## src/rtl/aclk_pkg.sv

```systemverilog
// Shared types and divide-ratio lookup for the audio clock generator.
// Assumes the reference clock runs at twice the master clock rate.
package aclk_pkg;

    typedef enum logic [1:0] {
        SPD_SINGLE = 2'b00,
        SPD_DOUBLE = 2'b01,
        SPD_QUAD   = 2'b10,
        CLK_SLAVE  = 2'b11
    } clk_mode_e;

    // Bit clock half-period in reference cycles before the prescaler.
    localparam logic [3:0] HALF_SINGLE = 4'd4;
    localparam logic [3:0] HALF_DOUBLE = 4'd2;
    localparam logic [3:0] HALF_QUAD   = 4'd1;

    // Half-period of the bit clock, in reference cycles, for a mode and strap.
    function automatic logic [3:0] half_period(clk_mode_e m, logic fast);
        logic [3:0] base;
        case (m)
            SPD_SINGLE: base = HALF_SINGLE;
            SPD_DOUBLE: base = HALF_DOUBLE;
            default:    base = HALF_QUAD;
        endcase
        return fast ? {base[2:0], 1'b0} : base;
    endfunction

endpackage

```

## src/rtl/aclk_tick_gen.sv

```systemverilog
// Half-period tick generator: pulses tick once every half_len reference
// cycles. Assumes half_len >= 1 and is static while out of reset.
module aclk_tick_gen #(
    parameter int CNT_W = 4
) (
    input  logic             clk,
    input  logic             rst_n,
    input  logic [CNT_W-1:0] half_len,
    output logic             tick
);
    logic [CNT_W-1:0] cnt;

    assign tick = (cnt == half_len - 1'b1);

    // Count reference cycles within one bit clock half-period.
    always_ff @(posedge clk) begin
        if (!rst_n)    cnt <= '0;
        else if (tick) cnt <= '0;
        else           cnt <= cnt + 1'b1;
    end
endmodule

```

## src/rtl/aclk_phase_ctr.sv

```systemverilog
// Frame phase counter: counts bit clock half-periods across one frame.
// The LSB is the bit clock (low first), the MSB is the frame clock, and
// the bits between form the slot index. Assumes tick from aclk_tick_gen.
module aclk_phase_ctr #(
    parameter int SLOT_BITS = 6
) (
    input  logic                 clk,
    input  logic                 rst_n,
    input  logic                 tick,
    output logic                 gen_sclk,
    output logic                 gen_lrck,
    output logic [SLOT_BITS-1:0] gen_slot
);
    localparam int PH_W = SLOT_BITS + 1;

    logic [PH_W-1:0] phase;

    // Advance one half-period per tick, wrapping at the frame end.
    always_ff @(posedge clk) begin
        if (!rst_n)    phase <= '0;
        else if (tick) phase <= phase + 1'b1;
    end

    assign gen_sclk = phase[0];
    assign gen_lrck = phase[PH_W-1];
    assign gen_slot = phase[PH_W-1:1];
endmodule

```

## src/rtl/aclk_slave_track.sv

```systemverilog
// Slave-side tracker: synchronises the external bit and frame clocks into
// the reference domain and derives a slot index from them. Assumes the
// external bit clock half-period spans at least two reference cycles.
module aclk_slave_track #(
    parameter int SLOT_BITS   = 6,
    parameter int SYNC_STAGES = 2
) (
    input  logic                 clk,
    input  logic                 rst_n,
    input  logic                 ext_sclk,
    input  logic                 ext_lrck,
    output logic                 trk_sclk,
    output logic                 trk_lrck,
    output logic [SLOT_BITS-1:0] trk_slot
);
    localparam int NSIG = 2;

    logic [NSIG-1:0]        pin_in;
    logic [SYNC_STAGES-1:0] sync_q [NSIG];
    logic                   sclk_prev, lrck_prev;
    logic                   sclk_fall, lrck_fall;

    assign pin_in = {ext_lrck, ext_sclk};

    for (genvar g = 0; g < NSIG; g++) begin : g_sync
        // Shift one pin through the synchroniser chain.
        always_ff @(posedge clk) begin
            if (!rst_n) sync_q[g] <= '0;
            else        sync_q[g] <= {sync_q[g][SYNC_STAGES-2:0], pin_in[g]};
        end
    end

    assign trk_sclk  = sync_q[0][SYNC_STAGES-1];
    assign trk_lrck  = sync_q[1][SYNC_STAGES-1];
    assign sclk_fall = sclk_prev & ~trk_sclk;
    assign lrck_fall = lrck_prev & ~trk_lrck;

    // Hold the previous synchronised levels for edge detection.
    always_ff @(posedge clk) begin
        if (!rst_n) begin
            sclk_prev <= 1'b0;
            lrck_prev <= 1'b0;
        end else begin
            sclk_prev <= trk_sclk;
            lrck_prev <= trk_lrck;
        end
    end

    // Step the slot on each bit clock fall; restart it at a new frame.
    always_ff @(posedge clk) begin
        if (!rst_n)         trk_slot <= '0;
        else if (sclk_fall) trk_slot <= lrck_fall ? '0 : trk_slot + 1'b1;
    end
endmodule

```

## src/rtl/aclk_gen.sv

```systemverilog
// Audio clock generator top. It derives the bit and frame clocks from the
// reference in the master modes, or tracks the external clocks in slave
// mode, and gives slot and channel information to the serial port.
// Assumes mode_sel and fast_mclk change only while rst_n is low.
module aclk_gen #(
    parameter int SLOT_BITS   = 6,
    parameter int SYNC_STAGES = 2
) (
    input  logic                 clk,
    input  logic                 rst_n,
    input  logic [1:0]           mode_sel,
    input  logic                 fast_mclk,
    input  logic                 ext_sclk,
    input  logic                 ext_lrck,
    output logic                 sclk_o,
    output logic                 sclk_oe,
    output logic                 lrck_o,
    output logic                 lrck_oe,
    output logic                 int_sclk,
    output logic                 int_lrck,
    output logic [SLOT_BITS-1:0] bit_slot,
    output logic                 chan_right
);
    import aclk_pkg::*;

    localparam int CNT_W = 4;

    clk_mode_e            mode;
    logic                 is_slave;
    logic [CNT_W-1:0]     half_len;
    logic                 tick;
    logic                 gen_sclk, gen_lrck;
    logic [SLOT_BITS-1:0] gen_slot;
    logic                 trk_sclk, trk_lrck;
    logic [SLOT_BITS-1:0] trk_slot;

    assign mode     = clk_mode_e'(mode_sel);
    assign is_slave = (mode == CLK_SLAVE);
    assign half_len = half_period(mode, fast_mclk);

    aclk_tick_gen #(.CNT_W(CNT_W)) u_tick (
        .clk      (clk),
        .rst_n    (rst_n),
        .half_len (half_len),
        .tick     (tick)
    );

    aclk_phase_ctr #(.SLOT_BITS(SLOT_BITS)) u_phase (
        .clk      (clk),
        .rst_n    (rst_n),
        .tick     (tick),
        .gen_sclk (gen_sclk),
        .gen_lrck (gen_lrck),
        .gen_slot (gen_slot)
    );

    aclk_slave_track #(.SLOT_BITS(SLOT_BITS), .SYNC_STAGES(SYNC_STAGES)) u_track (
        .clk      (clk),
        .rst_n    (rst_n),
        .ext_sclk (ext_sclk),
        .ext_lrck (ext_lrck),
        .trk_sclk (trk_sclk),
        .trk_lrck (trk_lrck),
        .trk_slot (trk_slot)
    );

    // Pin drivers: driven in master modes, released and quiet in slave.
    always_comb begin
        sclk_oe = ~is_slave;
        lrck_oe = ~is_slave;
        sclk_o  = is_slave ? 1'b0 : gen_sclk;
        lrck_o  = is_slave ? 1'b0 : gen_lrck;
    end

    // Internal consumers: generated clocks in master, tracked ones in slave.
    always_comb begin
        int_sclk   = is_slave ? trk_sclk : gen_sclk;
        int_lrck   = is_slave ? trk_lrck : gen_lrck;
        bit_slot   = is_slave ? trk_slot : gen_slot;
        chan_right = int_lrck;
    end
endmodule

```

## config.mk

```make
export PLATFORM = sky130hd
export DESIGN_NAME = aclk_gen
export DESIGN_NICKNAME = d
export VERILOG_FILES = /design/src/rtl/aclk_pkg.sv /design/src/rtl/aclk_tick_gen.sv /design/src/rtl/aclk_phase_ctr.sv /design/src/rtl/aclk_slave_track.sv /design/src/rtl/aclk_gen.sv
export SDC_FILE = /design/constraint.sdc
export NUM_CORES = 1
export LEC_CHECK = 0
export ABC_CLOCK_PERIOD_IN_PS = 2080
export BUFFER_PORTS_ARGS = -buffer_cell sky130_fd_sc_hd__buf_2
export CORE_MARGIN = 2
export CORE_UTILIZATION = 53
export DETAILED_ROUTE_END_ITERATION = 12
export GPL_ROUTABILITY_DRIVEN = 0
export PLACE_DENSITY = 0.77
export SYNTH_ARGS = -nofsm -noshare
export SYNTH_HDL_FRONTEND = slang
export SYNTH_SLANG_ARGS = --single-unit
```

## constraint.sdc

```tcl
create_clock -name clk -period 2.08 [get_ports clk]
set_input_delay 0.104 -clock clk [delete_from_list [all_inputs] [get_ports clk]]
set_output_delay 0.104 -clock clk [all_outputs]
set_load 0.02 [all_outputs]
```

* After elaboration in Yosys (flattened, before gate mapping) *
Memory sizes are Yosys's and may differ from the RTL's.
Cells that the tools add are included.
W data, S select, Z words.

word-level totals
  RAM bits = 4
  register bits = 19
  memories = 1

memories
  memory          words  width  rd ports  clocked after memory_dff  write ports  line                    RTL
  u_track.sync_q  2      2      2         0                         2            aclk_slave_track.sv:19  logic [SYNC_STAGES-1:0] sync_q [NSIG];

operators by class
  eq/ne operators = 3
  add/sub/neg operators = 4
  muxes and demuxes = 12
  bitwise operators = 8
  reduce and logical (&&, ||, !) cells = 2

operator list
  operator               count
  $mux W6                2
  $add A7 B1 Y7 const B  1
  $add A6 B1 Y6 const B  1
  $mux W1                6
  $pmux W3 S2            1
  $add A4 B1 Y4 const B  1
  $eq A4 B4 Y1           1
  $mux W2                2
  $mux W4                1
  $not A1 Y1             4
  $sub A4 B1 Y4 const B  1
  $and A1 B1 Y1          2
  $eq A2 B1 Y1 const B   1
  $eq A2 B2 Y1 const B   1
  $logic_not A2 Y1       1
  $or A1 B1 Y1           2
  $reduce_or A2 Y1       1

* Logic depth before layout (Yosys ltp) *
Gate-level depths: netlist of run 1.

  word-level depth = 6
  gate-level depth with buffers = 6
  gate-level depth less buffers = 5

* Modules after synthesis *
A second synthesis of run 1 with hierarchy kept.

second synthesis, totals
  cell total of the unflattened synthesis = 118
  area total of the unflattened synthesis = 1191.1 µm²

by module, submodules not included
  module            times used  sequential area each (µm²)  area an instance (µm²)  cells an instance
  aclk_slave_track  1           240.2                       431.7                   42
  aclk_phase_ctr    1           140.1                       297.8                   30
  aclk_tick_gen     1           80.1                        259.0                   25
  aclk_gen          1           0.0                         202.7                   21

* Worst setup path before layout of run 1 *
OpenSTA, ideal clock, no wires.

  path kind = register to register
  start point = reg u_tick.cnt[1]
  end point = reg u_phase.phase[5]
  path buffers = 0
  cell stages (with the launch flop) = 6
  data required time = 2.008 ns
  setup time = 0.072 ns
  slack = 0.383 ns
  arrival = 1.625 ns
  cell sequence = dfxtp_1 nor4b_2 a211oi_1 o41a_1 or4_1 a21oi_1

on the way
  word-level cells in the longest chain between the ends = 1

ends and longest elaborated chain
  item                      line                  RTL
  start: declaration        aclk_tick_gen.sv:11   logic [CNT_W-1:0] cnt;
  start signal: assignment  aclk_tick_gen.sv:19   else cnt <= cnt + 1'b1;
  $eq A4 B4 Y1              aclk_tick_gen.sv:13   assign tick = (cnt == half_len - 1'b1);
  end signal: assignment    aclk_phase_ctr.sv:21  else if (tick) phase <= phase + 1'b1;
  end: declaration          aclk_phase_ctr.sv:16  logic [PH_W-1:0] phase;

Every way passes these cells.
A chain may end at the register's enable or synchronous reset.

* Final worst setup path of run 1 *
  start point = reg u_tick.cnt[1]
  end point = reg u_phase.phase[3]

Same word-level chain as after synthesis.

==> key figures, run 1 <==
Clocking
  • Htree depth: 1
  • Clock input transition at the sequential cells of the worst setup and hold paths: between 0.1 and 0.15 ns
  • Buffer type at the clock tree root: clkbuf_4
  • Clk sinks: 23
  • Maximum clock insertion buffer count: 2
  • TritonCTS clock tree: built
  • Source-to-sink clock delay at the later pin of the worst-skew pair: 0.31 ns
  • Number of instances resized during post-cts repair: 0
  • Number of buffers added for setup after CTS: 0
  • Number of buffers created by CTS: 3

Finish
  • Number of standard cells in the layout, taps in and fillers out: approximately 170
  • Relative area change from synthesis to final layout: 15.3%
  • Diode insertion count for antenna repair: 0
  • Layout cell share with drive strength beyond 1: 22.7%
  • Layout Nets: around 150

Synthesis
  • Number of enable-type register cells in the synthesized netlist: 0
  • Main synth FF type: dfxtp_1
  • Fraction of post-synthesis cell area in the top cell type by area: approximately 43%
  • Share of synthesized registers carrying an async set or reset: 0%
  • Post-synthesis compound-gate area fraction: 10.9%
  • Mapped Nets: 129
  • Post-Syn Area: about 1100 µm²
  • Synth cell types: 33
  • Xor and xnor fraction of the mapped netlist area: 5.72%
  • Number of synthesis warnings: 0
  • Library cell with the largest summed area after synthesis: dfxtp_1
  • Synthesized-area fraction occupied by and/or/nand/nor cells: between 20% and 30%
  • Adder and majority cell fraction of the synthesized area: under 10%
  • Avg Synthesized Cell Area: 9.01 µm²
  • Fraction of the yosys area taken by sequential cells: around 43%
  • Register bit count reported by yosys: 23
  • Combinational family with the most area after synthesis: simple AND/OR/NAND/NOR gates
  • Gate count of the mapped netlist: roughly 120
  • Mux cell area share after synthesis: slightly above 7%
  • Leading post-synthesis cells by cell area: dfxtp_1 43%, mux2_2 5.3%, and2_1 4.1%

Detailed routing
  • Residual DRC count: 0
  • DR iter-0 viols: 22
  • Via count: about 940
  • Final Routed Wirelength: approximately 2.1 mm
  • Detail-routed via count per cell: around 5.6
  • Remaining number of nets flagged by the antenna check after routing: 0
  • Wire length per cell: roughly 12 µm
  • DR pass1 iterations: 4

Run
  • Number of max-cap violations: 0

Status
  • Outcome: completed

Worst setup path
  • Element type at the critical path end: register
  • Largest stage delay on the critical path: roughly 0.45 ns
  • WS Path Type: reg2reg
  • Dominant delay contributor by cell family on the critical path: compound AO/OA/AOI/OAI gates
  • Largest fanout on the critical path: 10
  • Crit path max-delay cell type: dfxtp_1
  • Cells traversed along the worst timing path: nor4b_2, a211oi_1, o41a_1, buf_4, or3_1, a21oi_1
  • Critical path launch point type: register
  • Data arrival time of the worst path: 2.12 ns
  • Worst Path Required: approximately 2.3 ns
  • Combined buffer and inverter count along the critical path: 1

Place
  • Port Buffers: 19
  • Post-detail-place hpwl: 1.59 mm
  • Placement-stage worst setup slack: ~0.24 ns
  • Dpl cells: 162

Timing
  • Ratio of final minimum period to clock period: about 90%
  • Number of endpoints with negative hold slack in the final report: 0
  • Max_slew headroom: roughly four fifths
  • Slew at the pin with the worst max-slew slack: about 0.32 ns
  • Accumulated negative setup slack: 0 ns
  • Minimum clock period: 1.87 ns
  • Final hold slack: roughly 0.1 ns
  • Number of slew-limit violations in the final report: 0
  • Final clock skew: ~0.0033 ns
  • Final setup vio count: 0
  • Final worst setup slack: 0.206 ns
  • Achievable Freq: roughly 530 MHz
  • Setup repair after global routing missed its margin: no

GRT
  • Global route total overflow: 0
  • Largest net degree at the start of global routing: 14
  • Global-route wire length before repair: about 3.6 mm
  • Overall track demand over capacity in global routing: roughly 19%
  • Vias in the first global route: around 840
  • Initial antenna violation count: 0

Power
  • Peak ir drop on the vdd network: between 400 and 500 µV
  • Post-route total power: 781 µW
  • Leakage power: around 0.00055 µW
  • Power per cell area: between 600 and 700 nW/µm²

Floorplan
  • CORE AREA: around 1900 µm²
  • Number of rows in the core area: 16
  • Starting density of the core: 55.2%
  • Area enclosed by the die boundary: between 2000 and 2500 µm²
  • Vert. Die Dim: slightly below 50 µm
  • Floorplan die width: between 40 and 50 µm
  • Number of top-level pins: 20

Hold path
  • Worst Hold Class: in2reg
power breakdown:
group / internal (µW) / switching, µW / total (µW)
sequential: 455 / 17.6 / 473
clock: 71.9 / 131 / 203
combinational: 47.1 / 57.9 / 105
total: 575 / 206 / 781
final cells by class:
type / count / area [µm²]
multi-input cells: 87 / 569
clock inverters: 1 / 5.00
flip-flops and latches: 23 / 460
fillers: 181 / 706
clock buffers: 3 / 22.5
repair buffers: 23 / 130
well taps: 27 / 33.8
inverters: 4 / 15.0
worst paths after layout:
kind / start / end / slack [ns] / cells past startpoint
max: u_tick.cnt[1] / u_phase.phase[3] / 0.21 / 6
min: mode_sel[1] / u_tick.cnt[0] / 0.10 / 2
max reg2reg: u_tick.cnt[1] / u_phase.phase[3] / 0.21 / 6
min reg2reg: u_track.sync_q[0][0] / u_track.sync_q[0][1] / 0.45 / 1
worst reg2reg max path, cell delays in order (launching register included):
cell and delay, ns:
dfxtp_1 0.45, nor4b_2 0.22, a211oi_1 0.09, o41a_1 0.37
buf_4 0.19, or3_1 0.34, a21oi_1 0.14
metrics by stage:
stage	area [µm²]	util, %
4_1_cts	1240	63.7
3_5_place_dp	1190	61.2
5_1_grt	1240	63.7
6_report	1240	63.7
3_3_place_gp	1190	61.2
2_1_floorplan	1070	-
registers in the layout, indices dropped and copies added, names as in the netlist:
| name | flops |
|---|---|
| u_phase.phase | 7 |
| u_tick.cnt | 4 |
| u_track.lrck_prev | 1 |
| u_track.sclk_prev | 1 |
| u_track.sync_q | 4 |
| u_track.trk_slot | 6 |
layer usage:
metal | track usage (%) | vias to the layer above | wire (µm)
met3 | 3.68 | 6 | 68
li1 | - | 463 | -
met2 | 33.1 | 22 | 1070
met5 | 0 | - | 0
met1 | 22.5 | 446 | 912
met4 | 11.4 | 0 | 42
synthesized netlist by cell type, types with 3 or more instances:
library cell and n:
dfxtp_1 23, nand2_1 10, nor2_1 10, a21oi_1 7, and2_1 7, nand3_1 6, o21ai_0 6, or3_1 6
mux2_2 5, xor2_1 5, ha_1 3, inv_1 3
cell usage in the layout (no fill, tap or decap):
cell type and count:
and4b_1 1, or4_1 1, dlygate4sd3_1 2, nor2_1 10, buf_4 2, nor4b_2 1, o21ai_0 6, nand3b_1 1
inv_1 3, nand2_1 10, xnor2_1 2, nor3_1 1, a21oi_1 7, clkbuf_4 3, nand4_1 2, o31ai_1 1
nor2b_1 2, and2_1 7, ha_1 3, xor2_1 5, clkinv_2 1, a211oi_1 1, a31o_2 1, clkinv_1 1
dfxtp_1 23, or3_1 6, and3b_1 1, a311oi_1 1, o211ai_1 1, buf_2 19, nand3_1 6, and3_1 2
mux2i_1 2, mux2_2 5, o41a_1 1
timing repair:
action,CTS,global route
hold endpoints to repair,2,0
hold buffers,2,0
setup endpoints to repair,0,0
kinds of logic (layout without fill, tap and decap cells):
kind of cell               count (synthesis)  in the layout
DFF                                       23             23
xor gates and xnor gates                   7              7
adders and majority gates                  3              3
buffers and inverters                      9             31
muxes                                      7              7
and+or+nand+nor                           51             51
AOI/OAI and AO/OA                         19             19
Note: power is estimated with default switching activity, not from simulation.
==> run 2: changes to the inputs <==
--- a/config.mk
+++ b/config.mk
@@ -11,7 +11,7 @@
 export CORE_UTILIZATION = 53
 export DETAILED_ROUTE_END_ITERATION = 12
 export GPL_ROUTABILITY_DRIVEN = 0
-export PLACE_DENSITY = 0.77
+export PLACE_DENSITY = 0.74
 export SYNTH_ARGS = -nofsm -noshare
 export SYNTH_HDL_FRONTEND = slang
 export SYNTH_SLANG_ARGS = --single-unit
==> key figures, run 2 (synthesized netlist as in run 1, its figures left out) <==
Timing
  • Number of slew-limit violations in the final report: 0
  • Achievable Freq: approximately 540 MHz
  • Max_slew headroom: 78.5%
  • Slew at the pin with the worst max-slew slack: around 0.32 ns
  • Final clock skew: around 0.0052 ns
  • Setup repair after global routing missed its margin: no
  • Accumulated negative setup slack: 0 ns
  • Number of endpoints with negative hold slack in the final report: 0
  • Ratio of final minimum period to clock period: 88.6%
  • Minimum clock period: 1.84 ns
  • Final setup vio count: 0

Worst setup path
  • Critical path launch point type: register
  • WS Path Type: reg2reg
  • Data arrival time of the worst path: between 2 and 2.5 ns
  • R2r worst-path depth: 6
  • Largest fanout on the critical path: 13
  • Worst Path Required: 2.32 ns
  • Worst reg2reg setup slack: about 0.24 ns
  • Element type at the critical path end: register

Clocking
  • Number of instances resized during post-cts repair: 0
  • Buffer type at the clock tree root: clkbuf_4
  • Htree depth: 1
  • Clk sinks: 23
  • Number of buffers created by CTS: 3
  • Clock input transition at the sequential cells of the worst setup and hold paths: about 0.13 ns
  • TritonCTS clock tree: built
  • Maximum clock insertion buffer count: 2
  • Source-to-sink clock delay at the later pin of the worst-skew pair: between 0.3 and 0.4 ns

Floorplan
  • Number of rows in the core area: 16
  • CORE AREA: between 1500 and 2000 µm²
  • Area enclosed by the die boundary: ~2400 µm²
  • Starting density of the core: 55.2%
  • Number of top-level pins: 20
  • Floorplan die width: between 40 and 50 µm
  • Vert. Die Dim: between 40 and 50 µm

Finish
  • Highest-count cells in the layout ignoring fill and taps: 23 x dfxtp_1, 19 x buf_2, 10 x nand2_1, 10 x nor2_1
  • End-of-flow core utilization: a little under two thirds
  • Most common cell after layout, fill and taps aside: dfxtp_1
  • Layout cell share with drive strength beyond 1: a little under a quarter
  • Register containing the most flip-flops in the final layout: u_phase.phase
  • Relative area change from synthesis to final layout: 15.3%
  • Largest registers ranked by flip-flop count: u_phase.phase x7, u_track.trk_slot x6
  • Diode insertion count for antenna repair: 0
  • Final cell area excluding filler cells: approximately 1200 µm²
  • Max reg flops: 7
  • Layout Nets: ~150

Run
  • Number of max-cap violations: 0

GRT
  • Global route total overflow: 0
  • Global-route wire length before repair: between 3 and 4 mm
  • Vias in the first global route: roughly 870
  • Overall track demand over capacity in global routing: between 15 and 20%
  • Largest net degree at the start of global routing: 14
  • Initial antenna violation count: 0

Detailed routing
  • Remaining number of nets flagged by the antenna check after routing: 0
  • Via count: 909
  • Wire length per cell: between 10 and 15 µm
  • Residual DRC count: 0
  • DR pass1 iterations: 4
  • Detail-routed via count per cell: approximately 5.4
  • DR iter-0 viols: 23
  • Final Routed Wirelength: between 2 and 2.5 mm

Place
  • Area post-placement: around 1200 µm²
  • Post-detail-place hpwl: ~1.6 mm
  • Port Buffers: 19

Power
  • Peak ir drop on the vdd network: about 450 µV
  • Power per cell area: approximately 630 nW/µm²
  • Leakage power: 0.000546 µW

Hold path
  • Worst Hold Class: in2reg
  • Cells on Worst Hold Path: 2

Status
  • Outcome: completed
## run 2: cell counts in the layout (fill, tap and decap cells not counted)
No cell type changed its count.
## run 2: final timing paths
kind	end	from
worst min register to register	u_track.sync_q[0][1]	u_track.sync_q[0][0]
worst max-delay path	u_phase.phase[3]	u_tick.cnt[1]
worst max register to register	u_phase.phase[3]	u_tick.cnt[1]
worst min-delay path	u_track.sync_q[1][1]	rst_n
## run 2: worst max-delay path, stage by stage (launching register included)
cell and delay, ns:
dfxtp_1 0.45, nor4b_2 0.24, a211oi_1 0.09, o41a_1 0.32, buf_4 0.19, or3_1 0.35, a21oi_1 0.15
## run 2: metrics by stage
step                      hold slack [ns]  total power (µW)  cells  setup WS [ns]
after floorplan                     0.226               550    119          0.383
after global placement              0.314               581    162          0.360
after detailed placement            0.318               585    162          0.277
after CTS                          0.0910               788    168          0.246
after global routing               0.0949               823    168          0.107
final                               0.107               784    168          0.237
## run 2: timing repair
action	in CTS	in global routing
setup endpoints to repair	0	0
hold endpoints to repair	2	0
hold buffers	2	0
setup buffers	0	0
## run 2: layout make-up
type,count,area (µm²)
Fill cell,173,706
Multi-Input combinational cell,87,569
Sequential cell,23,460
Timing Repair Buffer,23,130
Tap cell,27,33.8
Clock buffer,3,22.5
Inverter,4,15.0
Clock inverter,1,5.00
## run 2: power by group
group          internal (µW)  leakage, µW  switching (µW)  total, µW
Clock                   71.7    0.0000177             134        206
Combinational           46.9     0.000341            59.1        106
Sequential               456     0.000187            17.1        473
## run 2: metal layers
layer	part of all wire (%)	vias up	GRT usage (%)
met5	0	-	0
met4	0.66	0	5.71
met3	3.6	2	3.68
met2	48	25	34.5
met1	48	420	24.3
li1	-	462	-
